`config.mk`:
```
export PLATFORM = sky130hd
export DESIGN_NAME = pwr_src_sel
export DESIGN_NICKNAME = d
export VERILOG_FILES = /design/src/rtl/pwr_src_pkg.sv /design/src/rtl/pwr_flag_sync.sv /design/src/rtl/pwr_src_policy.sv /design/src/rtl/pwr_src_seq.sv /design/src/rtl/pwr_src_sel.sv
export SDC_FILE = /design/constraint.sdc
export NUM_CORES = 1
export LEC_CHECK = 0
export BUFFER_PORTS_ARGS = -buffer_cell sky130_fd_sc_hd__buf_2
export CORE_ASPECT_RATIO = 0.75
export CORE_MARGIN = 4
export CORE_UTILIZATION = 52
export CTS_BUF_LIST = sky130_fd_sc_hd__clkbuf_8
export DETAILED_ROUTE_END_ITERATION = 6
export PLACE_DENSITY = 0.72
export SLEW_MARGIN = 25
export SYNTH_ARGS = -nofsm -noshare
export SYNTH_HDL_FRONTEND = slang
export SYNTH_HIERARCHICAL = 1
export SYNTH_SLANG_ARGS = --single-unit
export TNS_END_PERCENT = 100
```
`constraint.sdc`:
```
create_clock -name clk -period 3.16 [get_ports clk]
set_input_delay 0.158 -clock clk [delete_from_list [all_inputs] [get_ports clk]]
set_output_delay 0.158 -clock clk [all_outputs]
set_load 0.005 [all_outputs]
```
`src/rtl/pwr_src_pkg.sv`:
```
package pwr_src_pkg;

    typedef enum logic [1:0] {
        SRC_GAP = 2'd0,
        SRC_ADP = 2'd1,
        SRC_BAT = 2'd2
    } src_state_e;

    typedef struct packed {
        logic chg_en;
        logic host_adp;
        logic vsys_hi;
        logic no_bat;
        logic bat_low;
        logic adp_ok;
    } flags_t;

    localparam int FLAG_W = $bits(flags_t);

    // Granted source: adapter only when it is present and something asks for it.
    function automatic logic grant_to_adp(flags_t f, logic alt_deplete);
        return f.adp_ok && (f.host_adp || f.no_bat || (alt_deplete && f.bat_low));
    endfunction

    function automatic int imax(int a, int b);
        return (a > b) ? a : b;
    endfunction

endpackage

```
`src/rtl/pwr_flag_sync.sv`:
```
module pwr_flag_sync #(
    parameter int W      = 6,
    parameter int STAGES = 2
) (
    input  logic         clk,
    input  logic         rst,
    input  logic [W-1:0] d,
    output logic [W-1:0] q
);
    logic [W-1:0] chain [STAGES];

    for (genvar g = 0; g < STAGES; g++) begin : g_stage
        if (g == 0) begin : g_first
            always_ff @(posedge clk) begin
                if (rst) chain[g] <= '0;
                else     chain[g] <= d;
            end
        end else begin : g_next
            always_ff @(posedge clk) begin
                if (rst) chain[g] <= '0;
                else     chain[g] <= chain[g-1];
            end
        end
    end

    assign q = chain[STAGES-1];
endmodule

```
`src/rtl/pwr_src_policy.sv`:
```
module pwr_src_policy
    import pwr_src_pkg::*;
#(
    parameter bit ALT_DEPLETE = 1'b0
) (
    input  flags_t     f,
    input  src_state_e st,
    output logic       want_adp,
    output logic       alarm,
    output logic       chg_run
);
    logic mismatch;

    always_comb begin
        want_adp = grant_to_adp(f, ALT_DEPLETE);
        mismatch = (f.host_adp != want_adp);
        chg_run  = (st == SRC_ADP) && f.adp_ok && f.host_adp && f.chg_en;
    end

    if (ALT_DEPLETE) begin : g_alt
        assign alarm = f.bat_low;
    end else begin : g_dflt
        assign alarm = f.bat_low || mismatch;
    end
endmodule

```
`src/rtl/pwr_src_seq.sv`:
```
module pwr_src_seq
    import pwr_src_pkg::*;
#(
    parameter int DT_A2B = 250,
    parameter int DT_B2A = 450
) (
    input  logic       clk,
    input  logic       rst,
    input  logic       want_adp,
    input  logic       bat_block,
    output src_state_e state
);
    localparam int CMAX = imax(DT_A2B, DT_B2A);
    localparam int CW   = $clog2(CMAX + 1);
    localparam logic [CW-1:0] LIM_BAT = CW'(DT_A2B - 1);
    localparam logic [CW-1:0] LIM_ADP = CW'(DT_B2A - 1);
    localparam logic [CW-1:0] CAP     = CW'(CMAX);

    src_state_e    st_q, st_d;
    logic [CW-1:0] cnt_q, cnt_d;

    always_comb begin
        st_d  = st_q;
        cnt_d = cnt_q;
        unique case (st_q)
            SRC_ADP: begin
                if (!want_adp) begin
                    st_d  = SRC_GAP;
                    cnt_d = '0;
                end
            end
            SRC_BAT: begin
                if (want_adp || bat_block) begin
                    st_d  = SRC_GAP;
                    cnt_d = '0;
                end
            end
            default: begin
                if (want_adp && cnt_q >= LIM_ADP)
                    st_d = SRC_ADP;
                else if (!want_adp && !bat_block && cnt_q >= LIM_BAT)
                    st_d = SRC_BAT;
                else if (cnt_q != CAP)
                    cnt_d = cnt_q + 1'b1;
            end
        endcase
    end

    always_ff @(posedge clk) begin
        if (rst) begin
            st_q  <= SRC_GAP;
            cnt_q <= '0;
        end else begin
            st_q  <= st_d;
            cnt_q <= cnt_d;
        end
    end

    assign state = st_q;
endmodule

```
`src/rtl/pwr_src_sel.sv`:
```
module pwr_src_sel
    import pwr_src_pkg::*;
#(
    parameter bit ALT_DEPLETE_TO_ADP = 1'b0,
    parameter int DT_A2B_CYC         = 250,
    parameter int DT_B2A_CYC         = 450,
    parameter int SYNC_STAGES        = 2
) (
    input  logic clk,
    input  logic rst,
    input  logic adp_present_i,
    input  logic bat_low_i,
    input  logic bat_absent_i,
    input  logic vsys_above_i,
    input  logic host_sel_adp_i,
    input  logic chg_enable_i,
    output logic adp_sw_n_o,
    output logic bat_sw_n_o,
    output logic adp_present_o,
    output logic alarm_o,
    output logic chg_run_o
);
    flags_t     flags_raw, flags_s;
    src_state_e st;
    logic       want_adp;

    assign flags_raw = {chg_enable_i, host_sel_adp_i, vsys_above_i,
                        bat_absent_i, bat_low_i, adp_present_i};

    pwr_flag_sync #(.W(FLAG_W), .STAGES(SYNC_STAGES)) u_sync (
        .clk (clk),
        .rst (rst),
        .d   (flags_raw),
        .q   (flags_s)
    );

    pwr_src_policy #(.ALT_DEPLETE(ALT_DEPLETE_TO_ADP)) u_policy (
        .f        (flags_s),
        .st       (st),
        .want_adp (want_adp),
        .alarm    (alarm_o),
        .chg_run  (chg_run_o)
    );

    pwr_src_seq #(.DT_A2B(DT_A2B_CYC), .DT_B2A(DT_B2A_CYC)) u_seq (
        .clk       (clk),
        .rst       (rst),
        .want_adp  (want_adp),
        .bat_block (flags_s.vsys_hi),
        .state     (st)
    );

    assign adp_sw_n_o    = (st != SRC_ADP);
    assign bat_sw_n_o    = (st != SRC_BAT);
    assign adp_present_o = flags_s.adp_ok;
endmodule

```
* After elaboration in Yosys (flattened, before gate mapping)
Memory sizes are Yosys's and may differ from the RTL's. Cells that the tools add are included.
Operators by class: reductions and logical operators 16, equal/unequal tests 10, multiplexer cells 16, $add $sub $neg 1, bitwise logic cells 2, $lt $le $gt $ge 2
Operators by type and width (count):
- 9-bit 2-to-1 mux | 5
- 9-bit case mux with 2 select lines | 1
- 6-bit 2-to-1 mux | 2
- 9-bit by 1-bit adder with 9-bit output, second input constant | 1
- 9-bit by 8-bit >= comparator with 1-bit output, second input constant | 1
- 9-bit >= comparator, second input constant | 1
- 9-bit != test, second input constant | 1
- 2-bit 2-to-1 mux | 4
- 1-bit logical AND | 7
- 3-bit != test, second input constant | 2
- 5-bit AND reduction | 1
- 2-bit by 1-bit != test with 1-bit output, second input constant | 2
- 2-bit != test, second input constant | 2
- 2-bit case mux with 2 select lines | 1
- 4-bit nonzero test | 1
- 1-bit logical OR | 3
- 1-bit 2-to-1 mux | 3
- 3-bit AND reduction | 1
- 3-bit nonzero test | 1
- 2-bit by 1-bit == test with 1-bit output, second input constant | 1
- 2-bit == test, second input constant | 1
- 1-bit zero test | 2
- 1-bit OR | 2
- 1-bit != test | 1
Word-level totals: output and inout port bits 5, register bits 11, bits in writable memories 12, logic and storage cells 50, memories kept 1
Memories:
- u_sync.chain | depth 2, width 6, rd ports 2, clocked after memory_dff 0, wr ports 2, RTL line pwr_flag_sync.sv:10 | logic [W-1:0] chain [STAGES];

* Logic depth before layout (Yosys ltp)
Gate-level depths: netlist (run 1).
word-level depth 8, gate-level depth with buffers 7, mapped depth without buffers 7

* Cells and area by module
Netlist (run 1), hierarchy kept.
Modules (own cells, without submodules):
- pwr_src_seq | sequential area each 220.2 µm², times used 1, area an instance 743.2 µm², cells an instance 87
- pwr_flag_sync | sequential area each 240.2 µm², times used 1, area an instance 366.6 µm², cells an instance 25
- pwr_src_policy | sequential area each 0.0 µm², times used 1, area an instance 45.0 µm², cells an instance 7
- pwr_src_sel | sequential area each 0.0 µm², times used 1, area an instance 12.5 µm², cells an instance 2

* Worst setup path after synthesis (run 1)
No wires, ideal clock.
path kind reg2reg, start register u_seq.st_q[0] (netlist: u_seq/state[0]), end register u_seq.cnt_q[3], data required time 3.025 ns, stages on the path, launching flop included 8, arrival 2.041 ns, setup slack 0.984 ns, path buffers 0, period minus slack after synthesis 2.176 ns, path through dfxtp_1 > inv_1 > ha_1 > or4b_2 > or3_1 > and3_1 > nand2_1 > o21ai_0
On the way: word-level cells in the longest chain between the ends 3, elaborated cells between the ends (all ways) 9, those cells by class eq/ne: 6; mux: 1; reduce/logical: 2
Ends and longest elaborated chain:
- start: declaration | RTL line pwr_src_seq.sv:19 | src_state_e st_q, st_d;
- start signal: assignment | RTL line pwr_src_seq.sv:54 | st_q <= st_d;
- 2-bit by 1-bit == test with 1-bit output / 2-bit == test (equally long branches) | RTL line pwr_src_seq.sv:25 | unique case (st_q)
- 3-bit != test (no source line) (tied with other cells)
- 5-bit AND reduction (no source line)
- end signal: assignment | RTL line pwr_src_seq.sv:55 | cnt_q <= cnt_d;
- end: declaration | RTL line pwr_src_seq.sv:20 | logic [CW-1:0] cnt_q, cnt_d;
Several ways; a longest one is shown, not always the timed one. A chain may end at the register's enable or synchronous reset.

* Worst setup path in the final report (run 1)
start register u_seq.st_q[1] (netlist: u_seq/state[1]), end register u_seq.cnt_q[3]
Same word-level chain as after synthesis.

==> results of run 1 <==
placed cells by master (no fill, tap or decap), types with 2 or more instances in the layout:
cell type	count
dfxtp_1	23
buf_2	12
inv_1	10
nor2_1	8
nor2b_2	8
nand2_1	6
nand3_1	5
ha_1	5
or3_1	4
nand2b_1	3
clkbuf_8	3
and3_1	3
o21ai_0	3
a21oi_1	3
o31ai_1	3
o32ai_1	3
and4_1	2
o311ai_0	2
o211ai_1	2
a221oi_1	2
a211oi_1	2
nand4b_1	2
nor2b_4	2
and2b_2	2
state kept, by name, summed over array words and instances (netlist names):
register / cells
u_seq/state: 2
u_seq/cnt_q: 9
u_sync/chain: 12
routing by layer:
layer	up-vias	track usage (%)	routed length [um]
met5	-	0	0
met4	0	4.03	8
met3	3	4.61	165
met2	28	25.3	1070
met1	442	22.2	1130
li1	472	-	-
area by class of cell:
type / count / area (um^2) / share of cell area (%)
clock buffer: 3 / 41.3 / 3.20
clock inverter: 1 / 7.51 / 0.581
inverter: 10 / 37.5 / 2.91
multi-input combinational: 86 / 654 / 50.7
sequential: 23 / 460 / 35.7
tap: 24 / 30.0 / 2.33
timing repair buffer: 12 / 60.1 / 4.65
final timing paths:
check                            end  slack (ps)               start  depth (start not counted)
hold reg to reg   u_sync/chain[1][4]         440  u_sync/chain[0][4]                          1
hold / removal    u_sync/chain[0][0]          90       adp_present_i                          2
setup reg to reg      u_seq/cnt_q[3]         730      u_seq/state[1]                          7
setup / recovery      u_seq/cnt_q[3]         730      u_seq/state[1]                          7
report_power, final:
part / total [W] / switching (W) / internal [W]
logic: 0.0000391 / 0.0000185 / 0.0000206
clock network: 0.000192 / 0.000102 / 0.0000894
registers: 0.000308 / 0.00000749 / 0.000300
total: 0.000538 / 0.000128 / 0.000410
worst max-delay path, stage by stage, from the launching register on:
cell and delay, ps:
dfxtp_1 400, inv_1 80, ha_1 260, or4b_2 650, or3_1 360, and3_1 240, nand2_1 200, o21ai_0 120
cells by family (layout without fill, tap and decap cells):
family / Yosys count / after routing / share of synthesized area (%)
buf+inv: 12 / 26 / 4.50
fa+ha+maj: 5 / 5 / 5.36
compound gates: 27 / 27 / 19.5
simple gates: 54 / 54 / 31.2
flops: 23 / 23 / 39.4
per-stage QoR:
stage	worst slack, ps	cell area, um^2	instances	power, W
floorplan	984	1170	121	0.000342
global placement	832	1240	155	0.000352
detailed placement	765	1240	155	0.000354
CTS	751	1290	159	0.000546
global route	541	1290	159	0.000565
finish	726	1290	159	0.000538
==> results.json, run 1 <==
{
  "slew_headroom_pct": 61.6,
  "totalWireLength_um": 2370,
  "route.vias.total": 945,
  "ir_worst_vdd_mv": 0.275,
  "vias_per_cell": 5.94,
  "outcome": "finished clean",
  "cts-resized-gates": 0,
  "ys.flop_type": "dfxtp_1",
  "numCtsBuffers": 3,
  "slew_viol_final": 0,
  "nets": 149,
  "period_share_pct": 77.0,
  "drc_errors": 0,
  "syn_inst": 121,
  "grt_overflow": 0,
  "cts_tree": "done",
  "synth_edf_count": 0,
  "die_area_mm2": 0.00307,
  "synth_seq_cells": 23,
  "drt_first_pass_iters": 4,
  "worst_clock_skew_ps": 2.70,
  "finalWeightedCongestion": 0.820,
  "async_flop_share_pct": 0,
  "syn_nets": 134,
  "post-route-util_pct": 62.5,
  "synth_largest_area_cell": "dfxtp_1",
  "syn_area_mm2": 0.00117,
  "synth.most_common_cell": "dfxtp_1",
  "ys_types": 40,
  "cts_buffer_depth": 2,
  "hold_violations": 0,
  "clock_latency_ps": 270,
  "fp.dieH_um": 49.0,
  "max_freq_ghz": 0.411,
  "power.leakage_nw": 0.504,
  "setup_violations": 0,
  "cp.arrival_ps": 2580,
  "synth-seq-area-share_pct": 39.4,
  "critPathRequiredTime_ps": 3310,
  "cts_sinks": 23,
  "cap_viol_max_count": 0,
  "area.growth.synth_to_final_pct": 10.6,
  "cp-start-kind": "flip-flop",
  "ant_nets": 0,
  "fillCellCount": 188,
  "antenna_found_initial": 0,
  "dr.first_iter.drc_count": 61,
  "wl_per_cell_um": 14.9,
  "hold_path_class": "primary input to flip-flop",
  "grt_pass1_wl_um": 4040,
  "track_usage_pct": 16.3,
  "htreeDepth": 1,
  "synth.area.top_cells": "dfxtp_1, nor2b_2, ha_1",
  "post_cts_buffers": 0,
  "io_buffers": 12,
  "critical_path_class": "flip-flop to flip-flop",
  "core_area_mm2": 0.00207,
  "antenna_cells": 0,
  "synth_top_area_share_pct": 39.4,
  "rsz0062_at_grt": "false",
  "root_buffer": "clkbuf_8",
  "start_util_pct": 56.5,
  "avgSynthCellArea_um2": 9.65,
  "synth_common_cells": "dfxtp_1, inv_1, nor2_1, nor2b_2, nand2_1",
  "worst_pin_slew_ps": 577,
  "layout-drive-gt1-share_pct": 25.2,
  "die_x_um": 62.7,
  "tns_ps": 0,
  "grt_pass1_vias": 890,
  "ioPinCount": 13,
  "ctsHoldBuffers": 0,
  "min_period_ps": 2430,
  "core.rowCount": 14,
  "crit_fanout": 6,
  "grt_max_degree": 27,
  "critPathCaptureType": "flip-flop",
  "holdWs_ps": 88.3,
  "hpwl_um": 1700,
  "power.density_mw_per_mm2": 417,
  "clkTransAtPathRegs_ps": 90,
  "yosys_warnings": 6
}
Note: power is estimated with default switching activity, not from simulation.
==> run 2: changes to the inputs <==
--- a/config.mk
+++ b/config.mk
@@ -11,7 +11,7 @@
 export CORE_UTILIZATION = 52
 export CTS_BUF_LIST = sky130_fd_sc_hd__clkbuf_8
 export DETAILED_ROUTE_END_ITERATION = 6
-export PLACE_DENSITY = 0.72
+export PLACE_DENSITY = 0.75
 export SLEW_MARGIN = 25
 export SYNTH_ARGS = -nofsm -noshare
 export SYNTH_HDL_FRONTEND = slang
==> constraint.sdc (replaced) <==
create_clock -name clk -period 2.1 [get_ports clk]
set_input_delay 0.105 -clock clk [delete_from_list [all_inputs] [get_ports clk]]
set_output_delay 0.105 -clock clk [all_outputs]
set_load 0.005 [all_outputs]
==> run 2 against run 1 <==
Effect of this change: clock power grew 49%; design area grew 19%; hold slack lost 49 ps; sequential cell count is the same; sequential power grew 50%; sequential share of layout area shrank 5.0 points; global-route usage grew 3.0 points; largest cell class unchanged; via count grew 14%.
==> results.json, run 2 (synthesized netlist as in run 1, its figures left out) <==
{
  "outcome": "finished clean",
  "core.rowCount": 14,
  "slowest_stage": "or4_1",
  "htreeDepth": 1,
  "drt_first_pass_iters": 4,
  "crit_fanout": 6,
  "route.vias.total": 1080,
  "cp_num_buf_inv": 1,
  "final_cell_mix": "buf_4, dfxtp_1, buf_2",
  "post-route-util_pct": 74.4,
  "root_buffer": "clkbuf_8",
  "ir_worst_vdd_mv": 0.401,
  "power.density_mw_per_mm2": 534,
  "grt_max_degree": 27,
  "cp_top_family": "simple AND/OR/NAND/NOR gates",
  "max_stage_delay_ps": 510,
  "final_common_cell": "buf_4",
  "vias_per_cell": 6.03,
  "nets": 169,
  "p_int_w": 0.000622,
  "dr.first_iter.drc_count": 28,
  "slew_headroom_pct": 60.0,
  "die_area_mm2": 0.00307,
  "totalWireLength_um": 3060,
  "worst_pin_slew_ps": 600,
  "cts_tree": "done",
  "drc_errors": 0,
  "fp.dieH_um": 49.0,
  "area.growth.synth_to_final_pct": 31.7,
  "power.leakage_nw": 0.626,
  "switching_share_pct": 24.2,
  "largest_reg_flops": 12,
  "worst_clock_skew_ps": 6.66,
  "critical_path_class": "flip-flop to flip-flop",
  "hpwl_um": 1870,
  "largest-register": "u_sync/chain",
  "hold_violations": 0,
  "start_util_pct": 56.5,
  "ioPinCount": 13,
  "wl_per_cell_um": 17.1,
  "antenna_found_initial": 0,
  "holdWs_ps": 39.4,
  "clock_latency_ps": 270,
  "grt_overflow": 0,
  "cp.arrival_ps": 2270,
  "numCtsBuffers": 3,
  "io_buffers": 12,
  "core_area_mm2": 0.00207,
  "rsz0062_at_grt": "true",
  "hold_path_class": "primary input to flip-flop",
  "cts_buffer_depth": 2,
  "ant_nets": 0,
  "seq_power_share_pct": 56.3,
  "cts_sinks": 23,
  "net-switching-power_w": 0.000199,
  "cap_viol_max_count": 0,
  "track_usage_pct": 19.3,
  "layout-drive-gt1-share_pct": 47.7,
  "max_freq_ghz": 0.480,
  "antenna_cells": 0,
  "critPathCaptureType": "flip-flop",
  "period_share_pct": 99.2,
  "p_clk_share_pct": 34.9,
  "grt_pass1_wl_um": 4620,
  "pwr-share-comb_pct": 8.7,
  "cp-start-kind": "flip-flop",
  "setup_violations": 0,
  "grt_pass1_vias": 933,
  "slew_viol_final": 0,
  "die_x_um": 62.7,
  "clkTransAtPathRegs_ps": 90,
  "finalWeightedCongestion": 0.899,
  "critPathRequiredTime_ps": 2290,
  "cp_cell_sequence": "inv_2 -> ha_4 -> or4_4 -> o21ai_4 -> a311oi_4 -> or4_1 -> a21oi_1",
  "fillCellCount": 161,
  "min_period_ps": 2080
}
==> run 2: changes by cell type in the layout (fill, tap and decap cells not counted), sizes merged <==
cell	change
buf	+20
==> run 2: metrics by stage <==
step           setup TNS (ps)  cells  power (W)  worst slack (ps)  area (um^2)
2_1_floorplan               0    121   0.000515              22.7         1190
3_3_place_gp                0    166   0.000534              6.70         1350
3_5_place_dp             -279    166   0.000538             -60.6         1350
4_1_cts                     0    175   0.000821              1.78         1450
5_1_grt                 -23.7    179   0.000856             -23.7         1540
6_report                    0    179   0.000822              17.4         1540
==> run 2: final timing paths <==
kind	cells past startpoint	to	slack (ps)	startpoint
worst min register to register	1	u_sync/chain[1][0]	450	u_sync/chain[0][0]
worst max-delay path	7	u_seq/cnt_q[1]	20	u_seq/cnt_q[1]
worst min-delay path	2	u_sync/chain[0][1]	40	bat_low_i
worst max register to register	7	u_seq/cnt_q[1]	20	u_seq/cnt_q[1]
==> run 2: per-layer routing <==
| layer | wire length [um] | GRT usage (%) | part of all wire [%] | up-vias |
|---|---|---|---|---|
| met5 | 0 | 0 | 0 | - |
| met4 | 102 | 8.06 | 3.3 | 0 |
| met3 | 188 | 5.30 | 6.2 | 12 |
| met2 | 1460 | 31.9 | 48 | 49 |
| met1 | 1300 | 23.7 | 43 | 507 |
| li1 | - | - | - | 512 |
==> run 2: what timing repair did <==
action | CTS | global route
pin swaps | 5 | 8
setup endpoints to repair | 9 | 10
resized for setup | 5 | 17
buffers inserted | 5 | 4
hold buffers | 0 | 0
==> run 2: worst register-to-register path, stage by stage, from the launching register on <==
cell	delay (ps)
dfxtp_2	360
inv_2	50
ha_4	140
or4_4	440
o21ai_4	200
a311oi_4	150
or4_1	510
a21oi_1	150
==> run 2: power by group through the flow <==
stage / clock, W / sequential, W / combinational (W)
2_1_floorplan: 0 / 0.000470 / 0.0000453
3_3_place_gp: 0 / 0.000471 / 0.0000634
3_5_place_dp: 0 / 0.000471 / 0.0000665
4_1_cts: 0.000292 / 0.000461 / 0.0000677
5_1_grt: 0.000312 / 0.000464 / 0.0000788
6_report: 0.000287 / 0.000463 / 0.0000717
==> run 2: cell type report <==
class	count	area (um^2)	area share (%)
clock buffer	3	41.3	2.69
clock inverter	1	7.51	0.488
sequential	23	472	30.7
timing repair buffer	32	210	13.7
multi-input combinational	86	739	48.1
inverter	10	37.5	2.44
tap	24	30.0	1.95
